## src/rtl/vcp_pkg.sv

```systemverilog
package vcp_pkg;

    typedef enum logic [2:0] {
        REG_CTRL = 3'd0,
        REG_MASK = 3'd1,
        REG_STAT = 3'd2,
        REG_SPA  = 3'd3,
        REG_SPD  = 3'd4,
        REG_SCRL = 3'd5,
        REG_VADR = 3'd6,
        REG_VDAT = 3'd7
    } reg_off_e;

    typedef enum logic [1:0] {
        ST_IDLE = 2'd0,
        ST_FILL = 2'd1,
        ST_STEP = 2'd2
    } port_state_e;

    localparam int unsigned BIT_STEP32 = 2;
    localparam int unsigned BIT_NMI_EN = 7;
    localparam int unsigned BIT_VBL    = 7;
    localparam int unsigned BIT_HIT    = 6;

endpackage

```

## src/rtl/vcp_status.sv

```systemverilog
module vcp_status (
    input  logic clk,
    input  logic rst_n,
    input  logic vbl_start,
    input  logic vbl_end,
    input  logic hit_evt,
    input  logic stat_rd,
    input  logic nmi_en,
    output logic vbl_q,
    output logic hit_q,
    output logic nmi
);

    always_ff @(posedge clk) begin
        if (!rst_n) begin
            vbl_q <= 1'b0;
            hit_q <= 1'b0;
        end else begin
            // vblank: a set wins over any clear in the same cycle
            if (vbl_start)
                vbl_q <= 1'b1;
            else if (vbl_end || stat_rd)
                vbl_q <= 1'b0;

            // hit: vblank start beats a hit pulse, a hit pulse beats a status read
            if (vbl_start)
                hit_q <= 1'b0;
            else if (hit_evt)
                hit_q <= 1'b1;
            else if (stat_rd)
                hit_q <= 1'b0;
        end
    end

    assign nmi = vbl_q & nmi_en;

    assert_vbl_set_R7: assert property (@(posedge clk) disable iff (!rst_n)
        vbl_start |=> vbl_q);

    assert_vbl_clear_R7: assert property (@(posedge clk) disable iff (!rst_n)
        (vbl_end || stat_rd) && !vbl_start |=> !vbl_q);

    assert_hit_clear_R8: assert property (@(posedge clk) disable iff (!rst_n)
        vbl_start |=> !hit_q);

    assert_hit_set_R8: assert property (@(posedge clk) disable iff (!rst_n)
        hit_evt && !vbl_start |=> hit_q);

endmodule

```

## src/rtl/vcp_sprite_ram.sv

```systemverilog
module vcp_sprite_ram #(
    parameter int unsigned DEPTH = 256,
    parameter int unsigned DW    = 8,
    localparam int unsigned AW   = $clog2(DEPTH)
) (
    input  logic          clk,
    input  logic          rst_n,
    input  logic          idx_wr,
    input  logic          data_wr,
    input  logic          data_rd,
    input  logic [DW-1:0] wdata,
    output logic [DW-1:0] rdata
);

    logic [DW-1:0] mem [DEPTH];
    logic [AW-1:0] idx_q;

    always_ff @(posedge clk) begin
        if (data_wr)
            mem[idx_q] <= wdata;
    end

    always_ff @(posedge clk) begin
        if (!rst_n)
            idx_q <= '0;
        else if (idx_wr)
            idx_q <= wdata[AW-1:0];
        else if (data_wr || data_rd)
            idx_q <= idx_q + 1'b1;
    end

    assign rdata = mem[idx_q];

    assert_idx_advance_R11: assert property (@(posedge clk) disable iff (!rst_n)
        (data_wr || data_rd) && !idx_wr |=> idx_q == AW'($past(idx_q) + 1'b1));

endmodule

```

## src/rtl/vcp_vmem_port.sv

```systemverilog
module vcp_vmem_port
    import vcp_pkg::*;
#(
    parameter int unsigned    AW      = 14,
    parameter int unsigned    DW      = 8,
    parameter int unsigned    VMAX    = 239,
    parameter int unsigned    ROW     = 32,
    parameter logic [AW-1:0]  PAL_BG0 = 'h3F00,
    localparam int unsigned   HI_W    = AW - DW
) (
    input  logic          clk,
    input  logic          rst_n,
    input  logic          scrl_wr,
    input  logic          vadr_wr,
    input  logic          vdat_wr,
    input  logic          vdat_rd,
    input  logic          stat_rd,
    input  logic          step32,
    input  logic [DW-1:0] wdata,
    input  logic [DW-1:0] vm_rdata,
    output logic [AW-1:0] vm_addr,
    output logic [DW-1:0] vm_wdata,
    output logic          vm_we,
    output logic          vm_re,
    output logic [DW-1:0] rbuf,
    output logic [DW-1:0] scroll_v,
    output logic [DW-1:0] scroll_h
);

    localparam logic [AW-1:0] PAL_SPR0  = PAL_BG0 | AW'(16);
    localparam logic [AW-1:0] ROW_STEP  = AW'(ROW);
    localparam logic [AW-1:0] UNIT_STEP = AW'(1);

    port_state_e   st_q, st_d;
    logic          toggle_q;
    logic          step_q;
    logic [HI_W-1:0] hi_q;
    logic [AW-1:0] vaddr_q;
    logic [DW-1:0] rbuf_q, sv_q, sh_q;
    logic          bump, load_buf, access;

    // state register
    always_ff @(posedge clk) begin
        if (!rst_n)
            st_q <= ST_IDLE;
        else
            st_q <= st_d;
    end

    // next state
    always_comb begin
        st_d = st_q;
        unique case (st_q)
            ST_IDLE: begin
                if (vdat_rd)
                    st_d = ST_FILL;
                else if (vdat_wr)
                    st_d = ST_STEP;
            end
            ST_FILL: st_d = ST_IDLE;
            ST_STEP: st_d = ST_IDLE;
            default: st_d = ST_IDLE;
        endcase
    end

    // outputs of the state machine
    always_comb begin
        access   = (st_q == ST_IDLE) && (vdat_rd || vdat_wr);
        vm_we    = (st_q == ST_IDLE) && vdat_wr;
        vm_re    = (st_q == ST_IDLE) && vdat_rd;
        bump     = (st_q == ST_FILL) || (st_q == ST_STEP);
        load_buf = (st_q == ST_FILL);
        vm_addr  = (vaddr_q == PAL_SPR0) ? PAL_BG0 : vaddr_q;
        vm_wdata = wdata;
    end

    // data registers
    always_ff @(posedge clk) begin
        if (!rst_n) begin
            toggle_q <= 1'b0;
            step_q   <= 1'b0;
            hi_q     <= '0;
            vaddr_q  <= '0;
            rbuf_q   <= '0;
            sv_q     <= '0;
            sh_q     <= '0;
        end else begin
            if (stat_rd)
                toggle_q <= 1'b0;
            else if (scrl_wr || vadr_wr)
                toggle_q <= ~toggle_q;

            if (scrl_wr) begin
                if (!toggle_q) begin
                    if (wdata <= DW'(VMAX))
                        sv_q <= wdata;
                end else begin
                    sh_q <= wdata;
                end
            end

            if (vadr_wr) begin
                if (!toggle_q)
                    hi_q <= wdata[HI_W-1:0];
                else
                    vaddr_q <= {hi_q, wdata};
            end else if (bump) begin
                vaddr_q <= vaddr_q + (step_q ? ROW_STEP : UNIT_STEP);
            end

            if (access)
                step_q <= step32;

            if (load_buf)
                rbuf_q <= vm_rdata;
        end
    end

    assign rbuf     = rbuf_q;
    assign scroll_v = sv_q;
    assign scroll_h = sh_q;

    assert_ptr_step_R2: assert property (@(posedge clk) disable iff (!rst_n)
        (st_q != ST_IDLE) && !vadr_wr |=>
            vaddr_q == AW'($past(vaddr_q) + ($past(step_q) ? ROW_STEP : UNIT_STEP)));

    assert_toggle_reset_R9: assert property (@(posedge clk) disable iff (!rst_n)
        stat_rd |=> !toggle_q);

    assert_vscroll_drop_R10: assert property (@(posedge clk) disable iff (!rst_n)
        scrl_wr && !toggle_q && (wdata > DW'(VMAX)) |=> $stable(sv_q));

    assert_fill_return_R4: assert property (@(posedge clk) disable iff (!rst_n)
        vm_re |=> st_q == ST_FILL);

    assert_mirror_R6: assert property (@(posedge clk) disable iff (!rst_n)
        (vm_we || vm_re) |-> vm_addr != PAL_SPR0);

endmodule

```

## src/rtl/vcp_top.sv

```systemverilog
module vcp_top
    import vcp_pkg::*;
#(
    parameter int unsigned ADDR_W      = 14,
    parameter int unsigned DATA_W      = 8,
    parameter int unsigned SPR_BYTES   = 256,
    parameter int unsigned VSCROLL_MAX = 239
) (
    input  logic              clk,
    input  logic              rst_n,
    input  logic              cpu_sel,
    input  logic              cpu_we,
    input  logic [2:0]        cpu_off,
    input  logic [DATA_W-1:0] cpu_wdata,
    output logic [DATA_W-1:0] cpu_rdata,
    input  logic              vbl_start,
    input  logic              vbl_end,
    input  logic              spr0_hit,
    output logic [ADDR_W-1:0] vm_addr,
    output logic [DATA_W-1:0] vm_wdata,
    output logic              vm_we,
    output logic              vm_re,
    input  logic [DATA_W-1:0] vm_rdata,
    output logic [DATA_W-1:0] scroll_v,
    output logic [DATA_W-1:0] scroll_h,
    output logic              nmi_req
);

    reg_off_e          off_e;
    logic              wr, rd;
    logic [DATA_W-1:0] ctrl_q, mask_q;
    logic [DATA_W-1:0] spr_rdata, rbuf;
    logic              vbl_flag, hit_flag;

    assign off_e = reg_off_e'(cpu_off);
    assign wr    = cpu_sel &  cpu_we;
    assign rd    = cpu_sel & ~cpu_we;

    always_ff @(posedge clk) begin
        if (!rst_n) begin
            ctrl_q <= '0;
            mask_q <= '0;
        end else if (wr) begin
            if (off_e == REG_CTRL) ctrl_q <= cpu_wdata;
            if (off_e == REG_MASK) mask_q <= cpu_wdata;
        end
    end

    vcp_status u_status (
        .clk       (clk),
        .rst_n     (rst_n),
        .vbl_start (vbl_start),
        .vbl_end   (vbl_end),
        .hit_evt   (spr0_hit),
        .stat_rd   (rd && off_e == REG_STAT),
        .nmi_en    (ctrl_q[BIT_NMI_EN]),
        .vbl_q     (vbl_flag),
        .hit_q     (hit_flag),
        .nmi       (nmi_req)
    );

    vcp_sprite_ram #(
        .DEPTH (SPR_BYTES),
        .DW    (DATA_W)
    ) u_spr (
        .clk     (clk),
        .rst_n   (rst_n),
        .idx_wr  (wr && off_e == REG_SPA),
        .data_wr (wr && off_e == REG_SPD),
        .data_rd (rd && off_e == REG_SPD),
        .wdata   (cpu_wdata),
        .rdata   (spr_rdata)
    );

    vcp_vmem_port #(
        .AW   (ADDR_W),
        .DW   (DATA_W),
        .VMAX (VSCROLL_MAX)
    ) u_vport (
        .clk      (clk),
        .rst_n    (rst_n),
        .scrl_wr  (wr && off_e == REG_SCRL),
        .vadr_wr  (wr && off_e == REG_VADR),
        .vdat_wr  (wr && off_e == REG_VDAT),
        .vdat_rd  (rd && off_e == REG_VDAT),
        .stat_rd  (rd && off_e == REG_STAT),
        .step32   (ctrl_q[BIT_STEP32]),
        .wdata    (cpu_wdata),
        .vm_rdata (vm_rdata),
        .vm_addr  (vm_addr),
        .vm_wdata (vm_wdata),
        .vm_we    (vm_we),
        .vm_re    (vm_re),
        .rbuf     (rbuf),
        .scroll_v (scroll_v),
        .scroll_h (scroll_h)
    );

    always_comb begin
        cpu_rdata = '0;
        if (rd) begin
            unique case (off_e)
                REG_CTRL: cpu_rdata = ctrl_q;
                REG_MASK: cpu_rdata = mask_q;
                REG_STAT: begin
                    cpu_rdata[BIT_VBL] = vbl_flag;
                    cpu_rdata[BIT_HIT] = hit_flag;
                end
                REG_SPD:  cpu_rdata = spr_rdata;
                REG_VDAT: cpu_rdata = rbuf;
                default:  cpu_rdata = '0;
            endcase
        end
    end

    assert_nmi_follows_R12: assert property (@(posedge clk) disable iff (!rst_n)
        nmi_req |-> vbl_flag);

    assert_single_port_R5: assert property (@(posedge clk) disable iff (!rst_n)
        !(vm_we && vm_re));

endmodule

```

## config.mk

```make
export PLATFORM = sky130hd
export DESIGN_NAME = vcp_top
export DESIGN_NICKNAME = d
export VERILOG_FILES = /design/src/rtl/vcp_pkg.sv /design/src/rtl/vcp_status.sv /design/src/rtl/vcp_sprite_ram.sv /design/src/rtl/vcp_vmem_port.sv /design/src/rtl/vcp_top.sv
export SDC_FILE = /design/constraint.sdc
export NUM_CORES = 2
export LEC_CHECK = 0
export CAP_MARGIN = 20
export CORE_UTILIZATION = 41
export CTS_CLUSTER_SIZE = 14
export DETAILED_ROUTE_END_ITERATION = 12
export DONT_BUFFER_PORTS = 1
export HOLD_SLACK_MARGIN = 0.1
export PLACE_DENSITY_LB_ADDON = 0.15
export SLEW_MARGIN = 20
export SYNTH_ARGS = -nofsm -noshare
export SYNTH_HDL_FRONTEND = slang
export SYNTH_SLANG_ARGS = --single-unit
```

## constraint.sdc

```tcl
create_clock -name clk -period 7.6 [get_ports clk]
set_clock_uncertainty 0.1 [all_clocks]
set_input_delay 1.14 -clock clk [delete_from_list [all_inputs] [get_ports clk]]
set_output_delay 1.14 -clock clk [all_outputs]
set_load 0.02 [all_outputs]
```

==> impl_metrics.env <==
export IMPL_drt_first_pass_iters=5
export IMPL_design_core_area_mm2=0.203
export IMPL_ctsRootBufferMaster="clkbuf_16"
export IMPL_start_util_pct=41.3
export IMPL_crit_arrival_ns=5.32
export IMPL_worstMarginPinSlew_ns=1.18
export IMPL_place_gp_congestion=0.832
export IMPL_ys_seq_area_share_pct=75.3
export IMPL_worstPathRequired_ns=6.36
export IMPL_top_layer_used="met5"
export IMPL_rr_startpoint="u_spr.idx_q[5]$_SDFFE_PN0N_"
export IMPL_hold_viol=0
export IMPL_dp_hpwl_um=142000
export IMPL_slew_headroom_pct=20.2
export IMPL_grt_max_degree=266
export IMPL_path_clk_slew_ns=0.06
export IMPL_synth_top_cells_by_count="edfxtp_1 (2,048), mux4_2 (447), nor2_1 (391)"
export IMPL_syn_to_final_growth_pct=11.7
export IMPL_numCtsBuffers=219
export IMPL_worst_r2r_cell_count=3
export IMPL_setup_slack_ns=1.04
export IMPL_synth_cell_types=76
export IMPL_synthFlopType="edfxtp_1"
export IMPL_cts_tree="done"
export IMPL_fin_crit_ns=6.56
export IMPL_via_per_inst=6.00
export IMPL_pin_count=75
export IMPL_port_buffers=0
export IMPL_drc=0
export IMPL_critPathCaptureType="output port"
export IMPL_met3_length_um=18700
export IMPL_clk_latency_ns=0.86
export IMPL_syn_cell_area_mm2=0.0838
export IMPL_ys_ff_latch=2130
export IMPL_grt_pass1_wl_um=345000
export IMPL_p_leak_uw=0.0280
export IMPL_synth_area_leader_cell="edfxtp_1"
export IMPL_synth_edf_count=2048
export IMPL_async_reset_ff_share_pct=0
export IMPL_die_x_um=454
export IMPL_yosysWarnings=0
export IMPL_min_period_over_period_pct=86.3
export IMPL_rows=165
export IMPL_h_tree_depth=4
export IMPL_p_per_area_mw_per_mm2=258
export IMPL_drt_met1_wl_um=105000
export IMPL_wire_per_inst_um=34.2
export IMPL_synth_cells=4315
export IMPL_cts_buffer_depth=3
export IMPL_startpoint_type="flop"
export IMPL_drv_cap=0
export IMPL_yosys_area_top_type_share_pct=73.4
export IMPL_nNetsFinal=4378
export IMPL_crit_end="cpu_rdata[1]"
export IMPL_outcome="finished clean"
export IMPL_antenna_left=0
export IMPL_die_area_mm2=0.206
export IMPL_drt_iter0_drc=5198
export IMPL_final_instance_count_excl_fill=7213
export IMPL_r2r_end="u_spr.mem[225][1]$_DFFE_PP_"
export IMPL_cts_sinks=2130
export IMPL_yosysMostFrequentCell="edfxtp_1"
export IMPL_min_path_type="in -> reg"
export IMPL_cts_setup_buffers=0
export IMPL_synth_fp_nets=4350
export IMPL_tns_ns=0
export IMPL_slew_violations=0
export IMPL_antenna_found_initial=7
export IMPL_wl_met2_um=115000
export IMPL_synth_area_leaders="edfxtp_1 (73%), mux4_2 (12%), mux2i_1 (2.6%)"
export IMPL_grt_ovfl_total=0
export IMPL_crit_type="reg -> out"
export IMPL_crit_fanout=29
export IMPL_pre_cts_ws_ns=1.88
export IMPL_cts_resized_gates=0
export IMPL_track_usage_pct=23.9
export IMPL_syn_avg_cell_area_um2=19.4
export IMPL_ir_drop_mv=0.233
export IMPL_dp_cells=6794
export IMPL_dieHeight_um=454
export IMPL_grt_pass1_vias=42826
export IMPL_wl_um=247000
export IMPL_drive_gt1_share_pct=20.2
export IMPL_max_freq_mhz=152
export IMPL_whs_path_depth=1
export IMPL_rsz0062_at_grt="no"
export IMPL_setup_viol=0
export IMPL_vias=43284
export IMPL_r2r_slack_ns=4.33
export IMPL_postCtsHoldBufs=0
==> logic make-up (layout without fill, tap and decap cells) <==
kind of cell,Yosys count,in the layout,synth area share (%)
other,0,5,0
and+or+nand+nor,789,789,4.07
xor gates and xnor gates,2,2,0.0209
muxes,687,687,15.0
AOI/OAI and AO/OA,399,399,3.34
adders and majority gates,9,9,0.134
DFF,2130,2130,75.3
buffers and inverters,299,520,2.08
==> cell usage in the layout, fill, tap and decap left out, types with 40 or more instances in the layout <==
cell type,netlist,routed
edfxtp_1,2048,2048
o21ai_0,44,44
nor3_1,41,41
nor2_1,391,383
mux2i_1,220,220
nand2_1,175,175
mux4_2,447,447
o22ai_1,55,55
buf_4,54,74
clkbuf_16,0,223
clkbuf_1,113,59
clkinv_2,0,40
dfxtp_1,82,77
a21oi_1,82,81
nand3_1,62,47
o221ai_1,49,49
clkinv_1,1,49
==> layer usage <==
layer  track usage (%)  vias to the layer above
met1              34.0                    23428
li1                  -                    17688
met3              4.56                      371
met5                 0                        -
met2              37.2                     1793
met4              7.32                        4
==> registers in the layout, indices dropped and copies added (netlist names), named ones only <==
name / count
u_vport.hi_q: 6
u_spr.mem: 2048
u_vport.scroll_v: 8
u_spr.idx_q: 8
u_status.vbl_q: 1
u_vport.toggle_q: 1
u_vport.scroll_h: 8
u_vport.st_q: 2
u_vport.rbuf: 8
u_vport.step_q: 1
ctrl_q: 8
mask_q: 8
u_vport.vaddr_q: 14
u_status.hit_q: 1
==> critical path: stages, from the launching register on <==
cell	delay [ns]
dfxtp_4	0.84
buf_12	0.32
buf_4	0.48
mux4_2	0.60
a2111oi_0	0.79
a211oi_1	0.16
nor4_2	0.74
o41ai_2	0.27
buf_4	0.22
==> worst min-delay path by stage <==
stage                                  from                           end  slack [ns]
3_5_place_dp   u_vport.st_q[1]$_SDFFE_PP0P_  u_vport.st_q[1]$_SDFFE_PP0P_        0.35
2_1_floorplan  u_vport.st_q[1]$_SDFFE_PP0P_  u_vport.st_q[1]$_SDFFE_PP0P_        0.33
4_1_cts                           vbl_start   u_status.hit_q$_SDFFE_PP0P_        0.18
3_3_place_gp   u_vport.st_q[1]$_SDFFE_PP0P_  u_vport.st_q[1]$_SDFFE_PP0P_        0.34
5_1_grt                           vbl_start   u_status.hit_q$_SDFFE_PP0P_        0.20
6_report                          vbl_start   u_status.hit_q$_SDFFE_PP0P_        0.25
==> power by group <==
part | internal (uW) | switching [uW] | total (uW)
clock network | 6150 | 4590 | 10700
logic | 205 | 285 | 490
registers | 12900 | 16.8 | 12900
total | 19200 | 4900 | 24100
==> metrics by stage <==
stage	instance area (um^2)	power, uW	hold slack (ns)	util [%]
after CTS	93600	24300	0.177	46.2
after global routing	93600	24700	0.204	46.2
final	93700	24100	0.252	46.2
after global placement	86500	13600	0.344	42.7
after detailed placement	86500	13600	0.352	42.7
after floorplan	83800	13500	0.333	-
==> final cells by class <==
| cell class | count | area [um^2] |
|---|---|---|
| Clock inverter | 127 | 1250 |
| Clock buffer | 287 | 5870 |
| Antenna cell | 5 | 12.5 |
| Timing Repair Buffer | 89 | 847 |
| Tap cell | 2672 | 3340 |
| Multi-Input combinational cell | 1886 | 19100 |
| Inverter | 17 | 70.1 |
| Sequential cell | 2130 | 63200 |
| Fill cell | 17072 | 109000 |
No activity file was read; power rests on OpenSTA's default activity.
